===== config.mk =====
export PLATFORM = sky130hd
export DESIGN_NAME = jburst_engine
export DESIGN_NICKNAME = d
export VERILOG_FILES = /design/src/rtl/jbe_pkg.sv /design/src/rtl/jbe_cmd.sv /design/src/rtl/jbe_crc.sv /design/src/rtl/jbe_core.sv /design/src/rtl/jburst_engine.sv
export SDC_FILE = /design/constraint.sdc
export NUM_CORES = 1
export LEC_CHECK = 0
export ABC_CLOCK_PERIOD_IN_PS = 4100
export BUFFER_PORTS_ARGS = -buffer_cell sky130_fd_sc_hd__buf_2
export CORE_MARGIN = 4
export CORE_UTILIZATION = 44
export CTS_CLUSTER_DIAMETER = 120
export DETAILED_ROUTE_END_ITERATION = 8
export GPL_ROUTABILITY_DRIVEN = 0
export GPL_TIMING_DRIVEN = 0
export PLACE_DENSITY = 0.61
export SYNTH_ARGS = -nofsm -noshare
export SYNTH_HDL_FRONTEND = slang
export SYNTH_SLANG_ARGS = --single-unit

===== constraint.sdc =====
create_clock -name clk -period 4.1 [get_ports clk]
set_clock_uncertainty 0.05 [all_clocks]
set_input_delay 0 -clock clk [delete_from_list [all_inputs] [get_ports clk]]
set_output_delay 0 -clock clk [all_outputs]
set_load 0.03 [all_outputs]

===== src/rtl/jbe_pkg.sv =====
`timescale 1ns/1ps
package jbe_pkg;
    localparam int ADDR_W = 32;
    localparam int CNT_W  = 16;
    localparam int DATA_W = 32;
    localparam int OP_W   = 4;
    localparam int HDR_W  = 1 + OP_W + ADDR_W + CNT_W;
    localparam int BIT_W  = $clog2(DATA_W);
    localparam logic [31:0] CRC_POLY = 32'hEDB88320;

    typedef enum logic [3:0] {
        ST_IDLE, ST_WR_WAIT, ST_WR_DATA, ST_WR_CRC, ST_WR_MATCH,
        ST_RD_WAIT, ST_RD_DATA, ST_RD_CRC, ST_DONE
    } st_e;

    typedef struct packed {
        st_e               st;
        logic [1:0]        sz;
        logic [ADDR_W-1:0] addr;
        logic [CNT_W-1:0]  left;
        logic [CNT_W-1:0]  fetch_left;
        logic [BIT_W-1:0]  bitc;
        logic [DATA_W-1:0] sh;
        logic [DATA_W-1:0] nxt;
        logic              cur_v;
        logic              nxt_v;
        logic              req;
        logic              we;
        logic [DATA_W-1:0] wdata;
        logic [31:0]       rx;
        logic              match;
        logic              err;
        logic [ADDR_W-1:0] err_addr;
    } core_t;

    // low two opcode bits select size, bit 2 selects read, bit 3 must be 0
    function automatic logic op_valid(input logic [OP_W-1:0] op);
        return (op[3] == 1'b0) && (op[1:0] != 2'b00);
    endfunction
endpackage


===== src/rtl/jbe_cmd.sv =====
`timescale 1ns/1ps
module jbe_cmd
    import jbe_pkg::*;
(
    input  logic              clk,
    input  logic              rst_n,
    input  logic              shift_i,
    input  logic              tdi_i,
    output logic              ok_o,
    output logic              rd_o,
    output logic [1:0]        size_o,
    output logic [ADDR_W-1:0] addr_o,
    output logic [CNT_W-1:0]  cnt_o
);
    logic [HDR_W-1:0] hdr_d, hdr_q;
    logic [OP_W-1:0]  op;

    always_comb begin
        hdr_d = hdr_q;
        if (shift_i) hdr_d = {tdi_i, hdr_q[HDR_W-1:1]};
    end

    always_ff @(posedge clk or negedge rst_n) begin
        if (!rst_n) hdr_q <= '0;
        else        hdr_q <= hdr_d;
    end

    assign op     = hdr_q[HDR_W-2 -: OP_W];
    assign ok_o   = !hdr_q[HDR_W-1] && op_valid(op);
    assign rd_o   = op[2];
    assign size_o = op[1:0] - 2'd1;
    assign addr_o = hdr_q[CNT_W +: ADDR_W];
    assign cnt_o  = hdr_q[CNT_W-1:0];
endmodule


===== src/rtl/jbe_crc.sv =====
`timescale 1ns/1ps
module jbe_crc
    import jbe_pkg::*;
(
    input  logic        clk,
    input  logic        rst_n,
    input  logic        init_i,
    input  logic        step_i,
    input  logic        bit_i,
    input  logic        shout_i,
    output logic [31:0] crc_o
);
    logic [31:0] crc_d, crc_q;

    always_comb begin
        crc_d = crc_q;
        if (init_i)       crc_d = '1;
        else if (step_i)  crc_d = (crc_q >> 1) ^ ((crc_q[0] ^ bit_i) ? CRC_POLY : 32'h0);
        else if (shout_i) crc_d = crc_q >> 1;
    end

    always_ff @(posedge clk or negedge rst_n) begin
        if (!rst_n) crc_q <= '1;
        else        crc_q <= crc_d;
    end

    assign crc_o = crc_q;
endmodule


===== src/rtl/jbe_core.sv =====
`timescale 1ns/1ps
module jbe_core
    import jbe_pkg::*;
(
    input  logic              clk,
    input  logic              rst_n,
    input  logic              shift_i,
    input  logic              update_i,
    input  logic              tdi_i,
    input  logic              cmd_ok_i,
    input  logic              cmd_rd_i,
    input  logic [1:0]        cmd_size_i,
    input  logic [ADDR_W-1:0] cmd_addr_i,
    input  logic [CNT_W-1:0]  cmd_cnt_i,
    input  logic [31:0]       crc_i,
    output logic              crc_init_o,
    output logic              crc_step_o,
    output logic              crc_bit_o,
    output logic              crc_shout_o,
    output logic              tdo_o,
    output logic              idle_o,
    output logic              bus_req_o,
    output logic              bus_we_o,
    output logic [ADDR_W-1:0] bus_addr_o,
    output logic [1:0]        bus_size_o,
    output logic [DATA_W-1:0] bus_wdata_o,
    input  logic [DATA_W-1:0] bus_rdata_i,
    input  logic              bus_ack_i,
    input  logic              bus_err_i,
    input  logic              err_clr_i,
    output logic              err_flag_o,
    output logic [ADDR_W-1:0] err_addr_o
);
    core_t q, n;
    logic [BIT_W:0]    nb;
    logic              last, got;
    logic [ADDR_W-1:0] step;

    always_comb begin
        n           = q;
        crc_init_o  = 1'b0;
        crc_step_o  = 1'b0;
        crc_bit_o   = tdi_i;
        crc_shout_o = 1'b0;
        tdo_o       = 1'b0;
        nb          = (BIT_W+1)'(8) << q.sz;
        last        = (q.bitc == BIT_W'(nb - 1'b1));
        step        = ADDR_W'(1) << q.sz;
        got         = 1'b0;

        // bus completion first, so a new request below may follow at once
        if (err_clr_i) n.err = 1'b0;
        if (q.req && bus_ack_i) begin
            n.req  = 1'b0;
            n.addr = q.addr + step;
            got    = !q.we;
            if (bus_err_i) begin
                n.err      = 1'b1;
                n.err_addr = q.addr;
            end
        end

        case (q.st)
            ST_WR_WAIT: if (shift_i && tdi_i) begin
                n.st   = (q.left == '0) ? ST_WR_CRC : ST_WR_DATA;
                n.bitc = '0;
            end
            ST_WR_DATA: if (shift_i) begin
                crc_step_o = 1'b1;
                n.sh   = {tdi_i, q.sh[DATA_W-1:1]};
                n.bitc = q.bitc + 1'b1;
                if (last) begin
                    n.bitc  = '0;
                    n.req   = 1'b1;
                    n.we    = 1'b1;
                    n.wdata = n.sh >> ((BIT_W+1)'(DATA_W) - nb);
                    n.left  = q.left - 1'b1;
                    if (q.left == CNT_W'(1)) n.st = ST_WR_CRC;
                end
            end
            ST_WR_CRC: if (shift_i) begin
                n.rx   = {tdi_i, q.rx[31:1]};
                n.bitc = q.bitc + 1'b1;
                if (q.bitc == '1) begin
                    n.match = (n.rx == crc_i);
                    n.st    = ST_WR_MATCH;
                end
            end
            ST_WR_MATCH: begin
                tdo_o = q.match;
                if (shift_i) n.st = ST_DONE;
            end
            ST_RD_WAIT: begin
                tdo_o = q.cur_v || (q.left == '0);
                if (shift_i && tdo_o) begin
                    n.st   = (q.left == '0) ? ST_RD_CRC : ST_RD_DATA;
                    n.bitc = '0;
                end
            end
            ST_RD_DATA: begin
                tdo_o     = q.sh[0];
                crc_bit_o = q.sh[0];
                if (shift_i) begin
                    crc_step_o = 1'b1;
                    n.sh   = q.sh >> 1;
                    n.bitc = q.bitc + 1'b1;
                    if (last) begin
                        n.bitc  = '0;
                        n.left  = q.left - 1'b1;
                        n.sh    = q.nxt;
                        n.cur_v = q.nxt_v;
                        n.nxt_v = 1'b0;
                        if (q.left == CNT_W'(1)) n.st = ST_RD_CRC;
                    end
                end
            end
            ST_RD_CRC: begin
                tdo_o = crc_i[0];
                if (shift_i) begin
                    crc_shout_o = 1'b1;
                    n.bitc = q.bitc + 1'b1;
                    if (q.bitc == '1) n.st = ST_DONE;
                end
            end
            default: ;
        endcase

        // returned read word lands in the stream slot or the spare slot
        if (got) begin
            n.fetch_left = n.fetch_left - 1'b1;
            if (!n.cur_v) begin
                n.sh    = bus_rdata_i;
                n.cur_v = 1'b1;
            end else begin
                n.nxt   = bus_rdata_i;
                n.nxt_v = 1'b1;
            end
        end
        if ((q.st == ST_RD_WAIT || q.st == ST_RD_DATA) && !n.req &&
            (n.fetch_left != '0) && !n.nxt_v) begin
            n.req = 1'b1;
            n.we  = 1'b0;
        end

        if (update_i) begin
            n.req = 1'b0;
            n.st  = ST_IDLE;
            if (q.st == ST_IDLE && cmd_ok_i) begin
                crc_init_o   = 1'b1;
                n.st         = cmd_rd_i ? ST_RD_WAIT : ST_WR_WAIT;
                n.sz         = cmd_size_i;
                n.addr       = cmd_addr_i;
                n.left       = cmd_cnt_i;
                n.fetch_left = cmd_rd_i ? cmd_cnt_i : '0;
                n.req        = cmd_rd_i && (cmd_cnt_i != '0);
                n.we         = 1'b0;
                n.cur_v      = 1'b0;
                n.nxt_v      = 1'b0;
                n.bitc       = '0;
            end
        end
    end

    always_ff @(posedge clk or negedge rst_n) begin
        if (!rst_n) q <= '0;
        else        q <= n;
    end

    assign idle_o      = (q.st == ST_IDLE);
    assign bus_req_o   = q.req;
    assign bus_we_o    = q.we;
    assign bus_addr_o  = q.addr;
    assign bus_size_o  = q.sz;
    assign bus_wdata_o = q.wdata;
    assign err_flag_o  = q.err;
    assign err_addr_o  = q.err_addr;
endmodule


===== src/rtl/jburst_engine.sv =====
`timescale 1ns/1ps
module jburst_engine
    import jbe_pkg::*;
(
    input  logic              clk,
    input  logic              rst_n,
    input  logic              shift_en,
    input  logic              update_en,
    input  logic              tdi,
    output logic              tdo,
    output logic              bus_req,
    output logic              bus_we,
    output logic [ADDR_W-1:0] bus_addr,
    output logic [1:0]        bus_size,
    output logic [DATA_W-1:0] bus_wdata,
    input  logic [DATA_W-1:0] bus_rdata,
    input  logic              bus_ack,
    input  logic              bus_err,
    input  logic              err_clr,
    output logic              err_flag,
    output logic [ADDR_W-1:0] err_addr
);
    logic              core_idle, cmd_ok, cmd_rd;
    logic [1:0]        cmd_size;
    logic [ADDR_W-1:0] cmd_addr;
    logic [CNT_W-1:0]  cmd_cnt;
    logic [31:0]       crc_val;
    logic              crc_init, crc_step, crc_bit, crc_shout;

    jbe_cmd cmd_i (
        .clk(clk), .rst_n(rst_n), .shift_i(shift_en && core_idle), .tdi_i(tdi),
        .ok_o(cmd_ok), .rd_o(cmd_rd), .size_o(cmd_size), .addr_o(cmd_addr), .cnt_o(cmd_cnt)
    );

    jbe_crc crc_i (
        .clk(clk), .rst_n(rst_n), .init_i(crc_init), .step_i(crc_step),
        .bit_i(crc_bit), .shout_i(crc_shout), .crc_o(crc_val)
    );

    jbe_core core_i (
        .clk(clk), .rst_n(rst_n), .shift_i(shift_en), .update_i(update_en), .tdi_i(tdi),
        .cmd_ok_i(cmd_ok), .cmd_rd_i(cmd_rd), .cmd_size_i(cmd_size),
        .cmd_addr_i(cmd_addr), .cmd_cnt_i(cmd_cnt), .crc_i(crc_val),
        .crc_init_o(crc_init), .crc_step_o(crc_step), .crc_bit_o(crc_bit),
        .crc_shout_o(crc_shout), .tdo_o(tdo), .idle_o(core_idle),
        .bus_req_o(bus_req), .bus_we_o(bus_we), .bus_addr_o(bus_addr),
        .bus_size_o(bus_size), .bus_wdata_o(bus_wdata), .bus_rdata_i(bus_rdata),
        .bus_ack_i(bus_ack), .bus_err_i(bus_err), .err_clr_i(err_clr),
        .err_flag_o(err_flag), .err_addr_o(err_addr)
    );
endmodule


==> impl_metrics.csv, run 1 <==
group,metric,value,unit
routing,topRoutingLayerUsed,"met4",
critical_path,worstPathCellList,"clkbuf_1 > nor2b_1 > clkbuf_1 > clkbuf_1 > ha_1 > nor2b_1 > o21ai_1 > a2111oi_1 > nand2_1 > or3_1 > nand3_1",
synth,yosysTopAreaCell,"dfrtp_1",
synth,syn_area,16150,um^2
synth,syn_inst,1519,
routing,firstDrtPassIters,7,
global_route,grt_usage,20.42,%
routing,wire_per_inst,18.45,um
routing,met1Wirelength,18620,um
synth,yosysMostFrequentCell,"dfrtp_1",
sta,min_period,3.778,ns
power,p_sw,4357,uW
power,power.density,635.1,nW/um^2
synth,syn_nets,1570,
critical_path,cp.required,4.51,ns
critical_path,r2r-start,"core_i.bus_size_o[1]$_DFFE_PN0P_",
synth,synth_ff_type,"dfrtp_1",
synth,synth_area_leaders,"dfrtp_1 45%, mux2_2 7.9%, dfstp_2 5.2%",
power,p_comb_share,31.8,%
die,fp.coreArea,35910,um^2
die,io_pins,142,
sta,setup_viol,0,
critical_path,reg2reg_to,"core_i.bus_addr_o[20]$_DFF_PN0_",
power,clkPwrFrac,27.6,%
routing,drc,0,
critical_path,rrSetupSlack,0.32,ns
die,die_w,199.6,um
routing,route.vias.total,12165,
power,p_leak,0.008961,uW
place,hpwl,28950,um
die,fp.dieArea,39840,um^2
cts,numCtsBuffers,38,
place,place_inst,2121,
sta,fmax,0.2647,GHz
cells_and_area,stdcell_count,2225,
global_route,grt-ovfl-total,0,
cts,clk_latency,0.52,ns
job,drv_cap,0,
cts,cts-root-buf,"clkbuf_16",
critical_path,ff2ff_path_depth,11,
critical_path,cp-endpoint,"core_i.bus_addr_o[20]$_DFF_PN0_",
synth,avgSynthCellArea,10.63,um^2
cells_and_area,nNetsFinal,1788,
synth,yosys.cell_types.count,74,
hold_path,min-delay-path-class,"primary input to asynchronous set/reset pin",
critical_path,critPathKind,"flop to flop",
die,rows,69,
cells_and_area,drive_above_1_share,28.00,%
routing,drtIter0Drc,1070,
routing,wl_met2,19320,um
routing,wl_met3,2110,um
power,seq_power_share,40.6,%
cts,cts.clk_slew.worst_paths,0.06,ns
cts,htree_levels,2,
die,die_y,199.6,um
routing,drtAntennaViolNets,0,
global_route,grt_max_degree,122,
synth,synthTopCellsByCount,"293 x dfrtp_1, 125 x nor2_1, 119 x nand2_1, 113 x mux2_2",
outcome,status,"finished clean",
cts,cts.sinks,325,
place,dpl_cell_area,17490,um^2
synth,async_flop_share,100.0,%
synth,synth_edf_count,0,
die,initial_core_util,44.98,%
cts,cts_buffer_depth,3,
sta,tightest_slew,0.9730,ns
sta,final_max_slew_viol_count,0,
critical_path,crit_path_max_incr_delay,0.64,ns
cells_and_area,diodes,0,
synth,ys_warn_count,0,
power,p_sw_share,35.93,%
critical_path,start_kind,"flop",
synth,yosysSeqAreaShare,50.60,%
critical_path,worstPathArrival,4.19,ns
sta,hold_violations,0,
critical_path,crit_top_cell,"clkbuf_1",
routing,wl,41040,um
sta,whs,0.06196,ns
routing,vias_per_cell,5.467,
cells_and_area,area_growth,18.20,%
cells_and_area,fin_area,19090,um^2
cts,cts_tree,"built",
power,irDropWorstVdd,0.2932,mV
place,port_buffers,139,
critical_path,critPathCaptureType,"flop",
critical_path,critPathLaunch,"core_i.bus_size_o[1]$_DFFE_PN0P_",
global_route,antenna_found_initial,0,
power,internal_power,7768,uW
sta,slew_headroom,35.13,%
critical_path,cpMaxStageDelayCell,"a2111oi_1",
synth,yosysTopAreaCellShare,45.39,%
global_route,grt_pass1_wl,65760,um
sta,finalCritPeriodShare,92.15,%
synth,synth_seq_cells,325,
critical_path,crit_fanout,10,
global_route,grt_pass1_vias,12139,
cells_and_area,nFillCells,3287,
sta,rsz0062_at_grt,"no",
-- logic make-up after synthesis --
| family | count (synthesis) | share of synthesized area, % |
|---|---|---|
| xor gates and xnor gates | 105 | 5.693 |
| muxes | 155 | 11.41 |
| AOI/OAI and AO/OA | 271 | 10.70 |
| buffers and inverters | 206 | 7.359 |
| adders and majority gates | 11 | 0.8985 |
| DFF | 325 | 50.60 |
| and+or+nand+nor | 446 | 13.35 |
-- final cells by class --
cell class,instances,area [um^2],area share [%]
plain buffers,184,1106,5.793
clock buffers,57,1104,5.780
clock inverters,10,127.6,0.6685
inverters,22,82.58,0.4325
multi-input cells,988,6792,35.57
flip-flops and latches,325,8173,42.81
well taps,461,576.8,3.021
repair buffers,178,1131,5.924
-- metrics by stage --
stage	worst slack, ns	power (uW)	utilization [%]	TNS (ns)
6_report	0.3220	12130	53.16	0
5_1_grt	0.01077	12820	53.16	0
4_1_cts	0.2187	12180	53.16	0
3_5_place_dp	0.2258	8769	48.70	0
3_3_place_gp	-3.249	8674	48.52	-976.17
2_1_floorplan	1.149	7578	-	0
-- metal layers --
metal / global-route usage (%) / vias up
met2: 32.63 / 317
met5: 0 / -
met3: 2.630 / 66
li1: - / 5732
met4: 6.214 / 0
met1: 29.27 / 6050
-- what timing repair did --
action,CTS,global route
endpoints found under the setup margin,0,8
buffers inserted,0,0
resized for setup,0,1
hold buffers,37,0
endpoints found under the hold margin,166,0
-- state kept, by name (all words and copies together), names as in the netlist --
name / cells
core_i.bus_req_o: 1
core_i.err_addr_o: 32
crc_i.crc_o: 32
core_i.bus_we_o: 1
core_i.bus_addr_o: 32
cmd_i.hdr_q: 53
core_i.bus_size_o: 2
core_i.q: 139
core_i.err_flag_o: 1
core_i.bus_wdata_o: 32
-- layout by cell type (no fill, tap or decap), drive strengths merged, types with 4 or more instances in the layout --
cell	netlist	routed
a21oi	98	98
a222oi	32	32
a22oi	10	10
a31oi	7	7
and2	4	4
and3	6	6
and4	4	4
buf	115	256
clkbuf	69	126
clkinv	0	6
dfrtp	293	293
dfstp	32	32
dlygate4sd3	0	37
ha	10	10
inv	22	23
mux2	143	143
mux2i	12	12
nand2	119	119
nand2b	7	7
nand3	61	61
nand4	18	18
nand4b	5	5
nor2	126	126
nor2b	12	12
nor3	35	35
nor4	28	28
o211ai	5	5
o21a	8	8
o21ai	80	80
o221ai	4	4
or3	5	5
or4	4	4
xnor2	35	35
xor2	70	70
-- power groups by stage --
| stage | Sequential [uW] | Combinational, uW | Clock, uW |
|---|---|---|---|
| 2_1_floorplan | 4650 | 2920 | 0 |
| 3_3_place_gp | 4930 | 3750 | 0 |
| 3_5_place_dp | 4960 | 3810 | 0 |
| 4_1_cts | 4910 | 3860 | 3410 |
| 5_1_grt | 5040 | 4240 | 3540 |
| 6_report | 4930 | 3850 | 3350 |
-- critical path, delay by kind of cell (launching register included) --
kind | cells | cell delay [ns]
buffers and inverters | 3 | 1.22
adders and majority gates | 1 | 0.23
DFF | 1 | 0.41
and+or+nand+nor | 5 | 0.99
AOI/OAI and AO/OA | 2 | 0.84
-- worst min-delay path by stage --
stage | startpoint | end | slack, ns | cells after the start
after floorplan | rst_n | cmd_i.hdr_q[0]$_DFFE_PN0P_ | -0.35 | 0
after global placement | err_clr | core_i.err_flag_o$_DFF_PN0_ | 0.14 | 2
after detailed placement | rst_n | core_i.err_addr_o[15]$_DFFE_PN0P_ | 0.03 | 1
after CTS | rst_n | core_i.err_addr_o[15]$_DFFE_PN0P_ | 0.07 | 2
after global routing | rst_n | core_i.err_addr_o[14]$_DFFE_PN0P_ | 0.12 | 2
final | rst_n | core_i.err_addr_o[14]$_DFFE_PN0P_ | 0.06 | 2
(Power assumes the default switching activity.)
==> inputs of run 2 (changes only) <==
- CORE_MARGIN: 4 -> default
==> run 2 against run 1 <==
  * Fmax is 2.8% higher
  * Sequential share of layout area is 0.21 points higher
  * Hold slack worse by 0.0067 ns
  * Via count is 0.86% lower
  * Clock power is 7.2% lower
  * Critical path depth stayed put
  * Wire length is 1.6% lower
  * Count of clock-buffer cells in the layout stayed put
  * Global-route usage is 1.2 points higher
  * Total power is 1.9% lower
  * Combinational power hardly changed
  * Largest cell class unchanged
==> impl_metrics.csv, run 2 (synthesis results as in run 1) <==
group,metric,value,unit
cts,htree_levels,2,
die,fp.dieArea,37480,um^2
power,p_sw,4335,uW
place,place_inst,2121,
die,rows,69,
outcome,status,"finished clean",
critical_path,cpMaxStageDelayCell,"a211oi_1",
sta,slew_headroom,35.46,%
cells_and_area,fin_area,19000,um^2
sta,whs,0.05523,ns
critical_path,crit_top_cell,"clkbuf_1",
cells_and_area,largest_register,"core_i.q",
critical_path,reg2reg_to,"core_i.bus_addr_o[14]$_DFF_PN0_",
routing,drc,0,
global_route,grt-ovfl-total,0,
cells_and_area,area_growth,17.62,%
cts,cts.clk_slew.worst_paths,0.06,ns
sta,hold_violations,0,
cells_and_area,diodes,0,
power,power.density,626.1,nW/um^2
place,hpwl,28530,um
sta,tightest_slew,0.9681,ns
die,io_pins,142,
power,p_leak,0.008915,uW
sta,fmax,0.2722,GHz
sta,setup_viol,0,
hold_path,min-delay-path-class,"primary input to asynchronous set/reset pin",
routing,wire_per_inst,18.18,um
critical_path,cp.required,4.41,ns
sta,final_max_slew_viol_count,0,
power,fin_total_pwr,11900,uW
critical_path,critPathCaptureType,"flop",
cts,cts_tree,"built",
critical_path,worstPathCellList,"clkbuf_1 > nor2b_1 > clkbuf_1 > clkbuf_1 > ha_1 > nor2b_1 > o21ai_1 > a211oi_1 > nand3_1 > xor2_1 > a21oi_1",
power,irDropWorstVdd,0.3139,mV
cells_and_area,largest_reg_flops,139,
cells_and_area,stdcell_count,2221,
critical_path,start_kind,"flop",
cts,cts.sinks,325,
sta,min_period,3.674,ns
cts,post_cts_buffers,0,
cts,cts-root-buf,"clkbuf_16",
cells_and_area,top_regs,"core_i.q x139, cmd_i.hdr_q x53",
cells_and_area,final_common_cell,"dfrtp_1",
routing,wl,40370,um
cells_and_area,nNetsFinal,1786,
die,die_y,193.6,um
global_route,grt_pass1_wl,65620,um
critical_path,crit_path_max_incr_delay,0.62,ns
cells_and_area,drive_above_1_share,28.07,%
global_route,grt_usage,21.67,%
routing,route.vias.total,12060,
power,seq_power_share,41.5,%
routing,drtIter0Drc,850,
routing,vias_per_cell,5.430,
power,clkPwrFrac,26.2,%
power,p_comb_share,32.4,%
cells_and_area,final_cell_mix,"293 x dfrtp_1, 145 x buf_2, 125 x nor2_1",
critical_path,crit_fanout,10,
cts,cts_buffer_depth,3,
global_route,grt_max_degree,115,
critical_path,worstPathArrival,3.99,ns
critical_path,critPathLaunch,"core_i.bus_size_o[1]$_DFFE_PN0P_",
critical_path,r2r-start,"core_i.bus_size_o[1]$_DFFE_PN0P_",
job,drv_cap,0,
cts,clk_latency,0.51,ns
critical_path,critPathKind,"flop to flop",
routing,drtAntennaViolNets,0,
place,port_buffers,139,
die,die_w,193.6,um
global_route,grt_pass1_vias,12008,
power,p_sw_share,36.44,%
sta,finalCritPeriodShare,89.62,%
routing,firstDrtPassIters,5,
cts,numCtsBuffers,36,
global_route,antenna_found_initial,0,
critical_path,ff2ff_path_depth,11,
sta,rsz0062_at_grt,"no",
die,fp.coreArea,35830,um^2
place,dpl_cell_area,17490,um^2
die,initial_core_util,45.08,%
power,internal_power,7561,uW
critical_path,rrSetupSlack,0.43,ns
==> run 2: timing repair <==
item | in CTS | in global routing
endpoints found under the setup margin | 0 | 3
gates resized for setup | 0 | 2
hold buffers | 37 | 0
hold endpoints to repair | 170 | 0
==> run 2: per-layer routing <==
| metal | part of all wire (%) | track usage [%] | vias up |
|---|---|---|---|
| li1 | - | - | 5717 |
| met5 | 0 | 0 | - |
| met3 | 4.3 | 2.737 | 73 |
| met2 | 48 | 36.09 | 319 |
| met1 | 46 | 29.50 | 5951 |
| met4 | 2.6 | 6.578 | 0 |
==> run 2: worst max path at each step <==
stage	endpoint	slack [ns]	depth (start not counted)
finish	core_i.bus_addr_o[14]$_DFF_PN0_	0.43	11
CTS	core_i.bus_addr_o[30]$_DFF_PN0_	0.32	11
detailed placement	core_i.bus_addr_o[20]$_DFF_PN0_	0.34	11
global placement	core_i.q[110]$_DFFE_PN0P_	-3.23	1
global route	core_i.bus_addr_o[16]$_DFF_PN0_	0.20	11
floorplan	core_i.bus_addr_o[20]$_DFF_PN0_	1.15	11
==> run 2: per-stage QoR <==
step                setup TNS (ns)  worst slack (ns)  util [%]
floorplan                        0             1.149         -
global placement           -974.96            -3.234     48.64
CTS                              0            0.3183     53.02
finish                           0            0.4256     53.03
global route                     0            0.1997     53.03
detailed placement               0            0.3422     48.82
==> run 2: final cells by class <==
class / count / area [um^2]
clock inverters: 6 / 32.53
well taps: 461 / 576.8
clock buffers: 57 / 1101
fillers: 3189 / 16830
multi-input cells: 988 / 6797
flip-flops and latches: 325 / 8173
repair buffers: 178 / 1131
plain buffers: 184 / 1106
inverters: 22 / 82.58
==> run 2: worst max-delay path: cells and delay by family (launching register included) <==
family	cells	cell delay [ns]
AO/OA/AOI/OAI	3	0.90
XOR/XNOR	1	0.18
adder cells (fa/ha/maj)	1	0.23
buffers and inverters	3	1.21
flip-flops	1	0.40
AND/OR/NAND/NOR	3	0.56
==> run 2: power by group through the flow <==
| stage | Clock [uW] | Sequential [uW] | Combinational (uW) |
|---|---|---|---|
| global route | 3290 | 5040 | 4200 |
| floorplan | 0 | 4650 | 2920 |
| CTS | 3180 | 4910 | 3850 |
| global placement | 0 | 4930 | 3730 |
| finish | 3110 | 4930 | 3850 |
| detailed placement | 0 | 4960 | 3800 |
